`src/rtl/xcvr_pkg.sv`:
```
package xcvr_pkg;
  localparam int NUM_DIRS = 2;

  typedef struct packed {
    logic le;
    logic lclk;
    logic ce_n;
    logic oe_n;
  } dir_ctrl_t;
endpackage

```
`src/rtl/xcvr_sync.sv`:
```
module xcvr_sync #(
  parameter int W      = 1,
  parameter int STAGES = 2
) (
  input  logic         clk,
  input  logic         rst,
  input  logic [W-1:0] d,
  output logic [W-1:0] q
);
  logic [W-1:0] stg [STAGES];

  generate
    for (genvar s = 0; s < STAGES; s++) begin : g_stage
      always_ff @(posedge clk) begin
        if (rst) stg[s] <= '0;
        else if (s == 0) stg[s] <= d;
        else stg[s] <= stg[(s == 0) ? 0 : s-1];
      end
    end
  endgenerate

  assign q = stg[STAGES-1];
endmodule

```
`src/rtl/xcvr_edge.sv`:
```
module xcvr_edge (
  input  logic clk,
  input  logic rst,
  input  logic lvl,
  output logic rise
);
  logic prev;

  always_ff @(posedge clk) begin
    if (rst) prev <= 1'b0;
    else prev <= lvl;
  end

  assign rise = lvl & ~prev;
endmodule

```
`src/rtl/xcvr_path.sv`:
```
module xcvr_path
  import xcvr_pkg::*;
#(
  parameter int DATA_W      = 18,
  parameter int SYNC_STAGES = 2
) (
  input  logic              clk,
  input  logic              rst,
  input  logic [DATA_W-1:0] din,
  input  dir_ctrl_t         ctl,
  output logic [DATA_W-1:0] dout,
  output logic              drive
);
  localparam int SW = 2;

  logic [SW-1:0]     sync_in, sync_out;
  logic              le_s, clk_s, rise;
  logic [DATA_W-1:0] store;
  logic              drv_q;

  assign sync_in = {ctl.le, ctl.lclk};

  xcvr_sync #(.W(SW), .STAGES(SYNC_STAGES)) u_sync (
    .clk(clk), .rst(rst), .d(sync_in), .q(sync_out)
  );

  assign le_s  = sync_out[1];
  assign clk_s = sync_out[0];

  xcvr_edge u_edge (.clk(clk), .rst(rst), .lvl(clk_s), .rise(rise));

  // Latch enable wins; clocked capture needs a rise and the qualifier low.
  always_ff @(posedge clk) begin
    if (rst) store <= '0;
    else if (le_s) store <= din;
    else if (rise && !ctl.ce_n) store <= din;
  end

  always_ff @(posedge clk) begin
    if (rst) drv_q <= 1'b0;
    else drv_q <= ~ctl.oe_n;
  end

  assign dout  = store;
  assign drive = drv_q;

  AST_TRANSPARENT_LOAD: assert property (@(posedge clk) disable iff (rst)
    le_s |=> (store == $past(din)));
  AST_HOLD_NO_EDGE: assert property (@(posedge clk) disable iff (rst)
    (!le_s && !rise) |=> $stable(store));
  AST_CLOCKED_LOAD: assert property (@(posedge clk) disable iff (rst)
    (!le_s && rise && !ctl.ce_n) |=> (store == $past(din)));
  AST_QUALIFIER_BLOCKS: assert property (@(posedge clk) disable iff (rst)
    (!le_s && ctl.ce_n) |=> $stable(store));
  AST_HIGHZ_ON_DISABLE: assert property (@(posedge clk) disable iff (rst)
    ctl.oe_n |=> !drive);
  AST_DRIVE_ON_ENABLE: assert property (@(posedge clk) disable iff (rst)
    !ctl.oe_n |=> drive);
endmodule

```
`src/rtl/bus_xcvr_top.sv`:
```
module bus_xcvr_top
  import xcvr_pkg::*;
#(
  parameter int DATA_W      = 18,
  parameter int SYNC_STAGES = 2
) (
  input  logic              clk,
  input  logic              rst,
  input  logic [DATA_W-1:0] a_in,
  input  logic [DATA_W-1:0] b_in,
  input  logic              ab_le,
  input  logic              ab_clk,
  input  logic              ab_ce_n,
  input  logic              ab_oe_n,
  input  logic              ba_le,
  input  logic              ba_clk,
  input  logic              ba_ce_n,
  input  logic              ba_oe_n,
  output logic [DATA_W-1:0] b_out,
  output logic              b_drive,
  output logic [DATA_W-1:0] a_out,
  output logic              a_drive
);
  // Index 0 carries A to B, index 1 carries B to A.
  dir_ctrl_t         ctl  [NUM_DIRS];
  logic [DATA_W-1:0] src  [NUM_DIRS];
  logic [DATA_W-1:0] dst  [NUM_DIRS];
  logic              drv  [NUM_DIRS];

  assign ctl[0] = '{le: ab_le, lclk: ab_clk, ce_n: ab_ce_n, oe_n: ab_oe_n};
  assign ctl[1] = '{le: ba_le, lclk: ba_clk, ce_n: ba_ce_n, oe_n: ba_oe_n};
  assign src[0] = a_in;
  assign src[1] = b_in;

  generate
    for (genvar d = 0; d < NUM_DIRS; d++) begin : g_dir
      xcvr_path #(.DATA_W(DATA_W), .SYNC_STAGES(SYNC_STAGES)) u_path (
        .clk(clk), .rst(rst), .din(src[d]), .ctl(ctl[d]),
        .dout(dst[d]), .drive(drv[d])
      );
    end
  endgenerate

  assign b_out   = dst[0];
  assign b_drive = drv[0];
  assign a_out   = dst[1];
  assign a_drive = drv[1];
endmodule

```
`config.mk`:
```
export PLATFORM = sky130hd
export DESIGN_NAME = bus_xcvr_top
export DESIGN_NICKNAME = d
export VERILOG_FILES = /design/src/rtl/xcvr_pkg.sv /design/src/rtl/xcvr_sync.sv /design/src/rtl/xcvr_edge.sv /design/src/rtl/xcvr_path.sv /design/src/rtl/bus_xcvr_top.sv
export SDC_FILE = /design/constraint.sdc
export NUM_CORES = 1
export LEC_CHECK = 0
export ABC_AREA = 1
export CORE_UTILIZATION = 44
export CTS_CLUSTER_DIAMETER = 100
export DETAILED_ROUTE_END_ITERATION = 7
export GPL_TIMING_DRIVEN = 0
export PLACE_DENSITY_LB_ADDON = 0.3
export SYNTH_ARGS = -nofsm -noshare
export SYNTH_HDL_FRONTEND = slang
export SYNTH_SLANG_ARGS = --single-unit
export TNS_END_PERCENT = 100
```
`constraint.sdc`:
```
create_clock -name clk -period 1.3 [get_ports clk]
set_input_delay 0.195 -clock clk [delete_from_list [all_inputs] [get_ports clk]]
set_output_delay 0.195 -clock clk [all_outputs]
set_load 0.03 [all_outputs]
```
* Word-level counts from Yosys, hierarchy flattened
Memories as Yosys holds them, arrays and structs flattened.
Index checks and enable logic that the tools add are counted.
** Cells by class
- $add $sub $neg :: 0
- Multiply operators :: 0
- Div/mod/pow operators :: 0
- $lt $le $gt $ge :: 0
- Eq/ne operators :: 0
- Shifts and indexed selects :: 0
- Mux-type cells :: 11
- Bitwise logic cells :: 10
- Reduce and logical (&&, ||, !) cells :: 6
** Operator list (count)
- 2-to-1 mux 18 bit :: 4
- 2-to-1 mux 2 bit :: 4
- NOT 1 bit :: 4
- OR 1 bit :: 4
- nonzero test 2 bit :: 2
- 2-to-1 mux 1 bit :: 3
- AND 1 bit :: 2
- logical AND 1 bit :: 2
- zero test 1 bit :: 2
** Storage, ports and cells
- Register bits after elaboration :: 40
- Bits in latches :: 0
- RAM bits :: 8
- Memory bits (read-only) :: 0
- Input port bits :: 46
- Output and inout port bits :: 38
- Memories :: 2
** Memories
- g_dir[0].u_path.u_sync.stg :: words 2, width 2, read ports 2, clocked after memory_dff 0, wr ports 2, RTL line xcvr_sync.sv:10 : logic [W-1:0] stg [STAGES];
- g_dir[1].u_path.u_sync.stg :: words 2, width 2, read ports 2, clocked after memory_dff 0, wr ports 2, RTL line xcvr_sync.sv:10

* Depth between registers and ports, before layout
Gate-level depths: netlist of the first run.
- Depth in word-level cells :: 5
- Mapped depth :: 6
- Mapped depth without buffers :: 5

* Hierarchy
A second synthesis of the first run with hierarchy kept.
** Unflattened totals
- Cell total of the unflattened synthesis :: 274
- Area, all modules :: 2154.6 µm²
** By module, submodules not included
- xcvr_path :: times used 2, cells each 121, area each 935.9 µm², sequential area each 380.4 µm²
- xcvr_sync :: times used 2, cells each 12, area each 110.1 µm², sequential area each 80.1 µm²
- xcvr_edge :: times used 2, cells each 4, area each 31.3 µm², sequential area each 20.0 µm²

* Worst setup path after synthesis of the first run
OpenSTA, ideal clock, no wires.
- Kind :: register to register
- Start point :: mem g_dir[0].u_path.u_sync.stg[1][0] (netlist name)
- End point :: reg g_dir[0].u_path.store[10]
- Library setup time :: 0.113 ns
- Data arrival time :: 0.792 ns
- Data required time :: 1.187 ns
- Path slack :: 0.395 ns
- Stages on the path, launching flop included :: 5
- Path buffers :: 1
- Clock period less this slack :: 0.905 ns
- Cell sequence :: dfxtp_1 nand3_4 buf_6 a21oi_2 nor2_1
** RTL lines
- start, declared :: RTL line xcvr_sync.sv:10
- end signal, assigned :: RTL line xcvr_path.sv:35 : else if (le_s) store <= din;
- end signal, assigned :: RTL line xcvr_path.sv:36 : else if (rise && !ctl.ce_n) store <= din;
- end, declared :: RTL line xcvr_path.sv:18 : logic [DATA_W-1:0] store;

* Worst setup path after layout of the first run
- Start point :: reg g_dir[0].u_path.store[15]
- End point :: out b_out[15]
** RTL lines
- end, declared :: RTL line bus_xcvr_top.sv:19 : output logic [DATA_W-1:0] b_out,
No word-level cell between the ends.

==> flow_metrics.tcl, run 1 <==
set metrics [dict create \
    fmax_ghz 0.800 \
    nets 411 \
    vias 1936 \
    gp_congestion 0.735 \
    drcViolationCount 0 \
    finalSetupTns_ps 0 \
    cts_sinks 48 \
    grt_pass1_wl_um 7920 \
    cpPeakStageDelay_ps 420 \
    pin_count 84 \
    end_kind "output pin" \
    setup_viol_count_final 0 \
    avgSynthCellArea_um2 8.35 \
    crit_chain "dlygate4sd2_1" \
    syn_inst 275 \
    critPathKind "flop to output pin" \
    status "complete, no violations" \
    slew_headroom_pct 77.9 \
    area_growth_pct 42.8 \
    syn_nets 321 \
    layout_setup_ws_ps 49.4 \
    drtPass1Iterations 4 \
    die_area_mm2 0.00551 \
    io_buffers 83 \
    cp-start-kind "flop" \
    ant_nets 0 \
    maxCapViolations 0 \
    fin_cells 433 \
    ys_seq_elements 48 \
    required_ps 1110 \
    gr-total-overflow 0 \
    fillers 431 \
    rsz0062_at_grt "false" \
    synth_cell_types 14 \
    cts_setup_buffers 0 \
    clock_latency_ps 290 \
    path_buf_inv 1 \
    finalWirelength_um 4750 \
    hp-class "flop to flop" \
    critPathMaxFanout 2 \
    wl_per_cell_um 11.0 \
    worst_pin_slew_ps 333 \
    netlist_area_mm2 0.00230 \
    htree_levels 2 \
    slew_violations 0 \
    num_antenna_cells 0 \
    hpwl_um 3620 \
    crit_slowest_cell "dlygate4sd2_1" \
    cts-buffers-inserted 5 \
    cts_tree "done" \
    clock_skew_ps 3.45 \
    crit_family "buffers and inverters" \
    track_usage_pct 18.5 \
    ctsHoldBuffers 0 \
    peakVddDrop_mv 0.612 \
    clkTransAtPathRegs_ps 90 \
    layout-drive-gt1-share_pct 24.3 \
    antenna_found_initial 0 \
    yosys_warnings 0 \
    powerDensity_mw_per_mm2 1050 \
    cts-root-buf "clkbuf_8" \
    final_common_cell "inv_1" \
    grt_pass1_vias 1900 \
    grt_max_degree 16 \
    seq_area_um2 961 \
    period_needed_ps 1250 \
    post-place-ws_ps -37.7 \
    p_leak_uw 0.00167 \
    drt-vias-per-instance 4.47 \
    most-common-layout-cells "inv_1 (50), nor2_1 (48), dfxtp_1 (48)" \
    fin_crit_sh_pct 96.2 \
    drt_iter0_drc 55 \
    row_count 25 \
    dp.cells 425 \
    ys_seq_area_share_pct 41.8 \
    hold_viol_final 0 \
    die_h_um 74.3 \
    multi_input_comb_area_um2 966 \
    cp_data_arrival_time_ps 1060 \
    initial_utilization_pct 47.1 \
    fp.dieW_um 74.3 \
    clockBufferDepth 2 \
    coreArea_mm2 0.00488 \
]
==> stage by stage <==
stage,utilization (%),total power [uW],cell area [um2],hold slack (ps)
2_1_floorplan,-,2120,2300,262
3_3_place_gp,65.8,2470,3210,388
3_5_place_dp,65.8,2490,3210,393
4_1_cts,67.1,3490,3280,401
5_1_grt,67.2,3630,3280,411
6_report,67.2,3450,3280,402
==> metal layers <==
| layer | share of wire (%) | routed length [um] | vias up | track usage [%] |
|---|---|---|---|---|
| li1 | - | - | 1015 | - |
| met5 | 0 | 0 | - | 0 |
| met2 | 50 | 2370 | 58 | 34.7 |
| met4 | 0.53 | 25 | 0 | 5.03 |
| met1 | 44 | 2070 | 861 | 20.6 |
| met3 | 5.9 | 282 | 2 | 4.88 |
==> flip-flops by register name, summed over array words and instances, names as in the netlist <==
register                  cells
g_dir.u_path.dout            36
g_dir.u_path.u_sync.stg       8
g_dir.u_path.drive            2
g_dir.u_path.u_edge.prev      2
==> cell families after synthesis <==
logic type             share of synthesized area [%]
AOI/OAI and AO/OA                               13.7
buffers and inverters                           16.1
DFF                                             41.8
and+or+nand+nor                                 28.3
==> area by class of cell <==
cell class | instances | share of cell area [%]
clock buffer | 5 | 2.10
inverter | 53 | 6.14
timing repair buffer | 83 | 24.0
sequential | 48 | 29.3
buffer | 16 | 5.15
tap | 67 | 2.56
multi-input combinational | 158 | 29.5
clock inverter | 3 | 1.30
==> power by group <==
| group | internal, uW | switching, uW | leakage [uW] |
|---|---|---|---|
| Clock | 569 | 490 | 0.0000541 |
| Combinational | 351 | 430 | 0.00122 |
| Sequential | 1570 | 43.4 | 0.000395 |
| Total | 2490 | 963 | 0.00167 |
==> worst reg2reg max path: cells and delay by family, from the launching register on <==
family	cells	cell delay, ps
AND/OR/NAND/NOR	2	200
AO/OA/AOI/OAI	1	140
flip-flops	1	380
buffers and inverters	1	190
==> cells in the mapped netlist <==
cell type | number | area [um2]
buf_6 | 12 | 135
clkbuf_8 | 1 | 13.8
clkbuf_4 | 2 | 15.0
a21oi_2 | 36 | 315
buf_2 | 1 | 5.00
dfxtp_1 | 48 | 961
nand3_4 | 2 | 35.0
nor2_1 | 48 | 180
nand3_2 | 24 | 240
inv_1 | 50 | 188
nand3_1 | 12 | 60.1
inv_2 | 2 | 7.51
nand2_1 | 36 | 135
inv_4 | 1 | 6.26
==> repair_timing <==
item                       CTS  global route
pin swaps                    0             0
setup endpoints to repair   38             3
resized for setup           38             3
cloned                       0             0
==> worst paths after layout <==
check / start / end / slack [ps] / cells after the start
worst min-delay path: g_dir[1].u_path.u_sync.stg[0][1] / g_dir[1].u_path.u_sync.stg[1][1] / 400 / 2
worst max register to register: g_dir[0].u_path.u_sync.stg[1][0] / g_dir[0].u_path.dout[12] / 290 / 4
worst min register to register: g_dir[1].u_path.u_sync.stg[0][1] / g_dir[1].u_path.u_sync.stg[1][1] / 400 / 2
worst max-delay path: g_dir[0].u_path.dout[15] / b_out[15] / 50 / 1
Power figures use the tool's default switching activity.
==> run 2, diff against run 1 <==
==> constraint.sdc (replaced) <==
create_clock -name clk -period 1.3 [get_ports clk]
set_input_delay 0.195 -clock clk [delete_from_list [all_inputs] [get_ports clk]]
set_output_delay 0.195 -clock clk [all_outputs]
set_load 0.05 [all_outputs]
==> flow_metrics.tcl, run 2 (synthesized netlist as in run 1, its figures left out) <==
set metrics [dict create \
    endpoint "b_out[12]" \
    initial_utilization_pct 47.1 \
    wl_met3_um 263 \
    vias 1932 \
    path_buf_inv 1 \
    maxCapViolations 0 \
    pwr-share-comb_pct 26.0 \
    slew_headroom_pct 80.1 \
    cts_setup_buffers 0 \
    final_common_cell "inv_1" \
    end_kind "output pin" \
    critPathMaxFanout 2 \
    wl_met1_um 2070 \
    p_leak_uw 0.00155 \
    gp_congestion 0.735 \
    swShare_pct 30.2 \
    coreArea_mm2 0.00488 \
    hp-start "g_dir[1].u_path.u_sync.stg[0][1]" \
    crit_family "buffers and inverters" \
    grt_pass1_wl_um 7970 \
    powerDensity_mw_per_mm2 1070 \
    fmax_ghz 0.816 \
    die_area_mm2 0.00551 \
    antenna_found_initial 0 \
    finalWirelength_um 4760 \
    most-common-layout-cells "inv_1 (50), nor2_1 (48), dfxtp_1 (48)" \
    die_h_um 74.3 \
    grt_max_degree 16 \
    gr-total-overflow 0 \
    crit_chain "clkdlybuf4s15_2" \
    clock_latency_ps 290 \
    cpPeakStageDelay_ps 380 \
    cp-start-kind "flop" \
    cts-root-buf "clkbuf_8" \
    r2r-end "g_dir[0].u_path.dout[12]" \
    track_usage_pct 18.6 \
    rsz0062_at_grt "false" \
    worst_pin_slew_ps 299 \
    p_int_uw 2520 \
    clock_skew_ps 2.93 \
    switching_power_uw 1090 \
    pin_count 84 \
    cts_tree "done" \
    ant_nets 0 \
    hold_viol_final 0 \
    grt_pass1_vias 1907 \
    dp.cells 425 \
    required_ps 1110 \
    status "complete, no violations" \
    cts_sinks 48 \
    clkPwrFrac_pct 29.3 \
    cts_resized 114 \
    row_count 25 \
    drt-vias-per-instance 4.46 \
    clkTransAtPathRegs_ps 90 \
    seqPwrFrac_pct 44.7 \
    multi_input_comb_area_um2 966 \
    peakVddDrop_mv 0.613 \
    wl_per_cell_um 11.0 \
    hp-class "flop to flop" \
    cp_data_arrival_time_ps 1030 \
    num_antenna_cells 0 \
    fin_crit_sh_pct 94.2 \
    clockBufferDepth 2 \
    highest_layer "met4" \
    slew_violations 0 \
    whs_ps 403 \
    layout-drive-gt1-share_pct 34.7 \
    period_needed_ps 1220 \
    cts-buffers-inserted 5 \
    htree_levels 2 \
    crit_cells 1 \
    crit_slowest_cell "clkdlybuf4s15_2" \
    dr_wl_met2_um 2400 \
    ctsHoldBuffers 0 \
    rrSetupSlack_ps 290 \
    largest_register_ffs 36 \
    drcViolationCount 0 \
    drtPass1Iterations 4 \
    reg2reg_depth 4 \
    fp.dieW_um 74.3 \
    fin_cells 433 \
    hpwl_um 3620 \
    drt_iter0_drc 48 \
    setup_viol_count_final 0 \
    critPathKind "flop to output pin" \
    seq_area_um2 961 \
    io_buffers 83 \
    nets 411 \
    critPathLaunch "g_dir[0].u_path.dout[12]" \
    r2r_start "g_dir[0].u_path.u_sync.stg[1][0]" \
    fillers 414 \
    area_growth_pct 46.7 \
]
-- run 2: cell types whose count changed in the layout (fill, tap and decap cells not counted) --
cell,before,now
clkdlybuf4s15_1,3,0
clkdlybuf4s15_2,0,38
dlygate4sd2_1,35,0
-- run 2: how the worst min path moves through the flow --
stage | endpoint | slack (ps) | depth (start not counted)
finish | g_dir[1].u_path.u_sync.stg[1][1] | 400 | 2
floorplan | g_dir[0].u_path.drive | 260 | 1
global route | g_dir[1].u_path.u_sync.stg[0][0] | 410 | 3
global placement | g_dir[1].u_path.u_sync.stg[1][0] | 390 | 2
detailed placement | g_dir[1].u_path.u_sync.stg[1][1] | 390 | 2
CTS | g_dir[0].u_path.u_sync.stg[0][0] | 400 | 3
-- run 2: cell type report --
cell class	instances	area share [%]
Multi-Input combinational cell	158	28.7
Inverter	53	5.98
Buffer	16	5.01
Tap cell	67	2.49
Timing Repair Buffer	83	26.1
Clock inverter	3	1.26
Clock buffer	5	2.04
Sequential cell	48	28.5
-- run 2: through the flow --
| step | TNS [ps] | worst slack, ps | util [%] | area, um2 | power (uW) |
|---|---|---|---|---|---|
| floorplan | 0 | 347 | - | 2300 | 2250 |
| global placement | -531 | -30.2 | 65.8 | 3210 | 2600 |
| detailed placement | -1010 | -37.7 | 65.8 | 3210 | 2610 |
| CTS | 0 | 61.3 | 69.1 | 3370 | 3650 |
| global route | 0 | 19.5 | 69.1 | 3370 | 3790 |
| finish | 0 | 75.0 | 69.1 | 3370 | 3610 |
-- run 2: power groups by stage --
| stage | combinational [uW] | clock, uW | sequential [uW] |
|---|---|---|---|
| 2_1_floorplan | 314 | 0 | 1930 |
| 3_3_place_gp | 953 | 0 | 1640 |
| 3_5_place_dp | 967 | 0 | 1650 |
| 4_1_cts | 947 | 1090 | 1610 |
| 5_1_grt | 1010 | 1160 | 1630 |
| 6_report | 938 | 1050 | 1610 |
-- run 2: layer usage --
metal | track usage [%] | up-vias
met5 | 0 | -
met4 | 5.03 | 0
met3 | 4.88 | 2
met2 | 35.2 | 52
met1 | 20.6 | 863
li1 | - | 1015
-- run 2: worst register-to-register path, cell delays in order (launching register included) --
cell	delay, ps
dfxtp_1	380
nand3_4	150
buf_6	190
a21oi_2	140
nor2_1	50
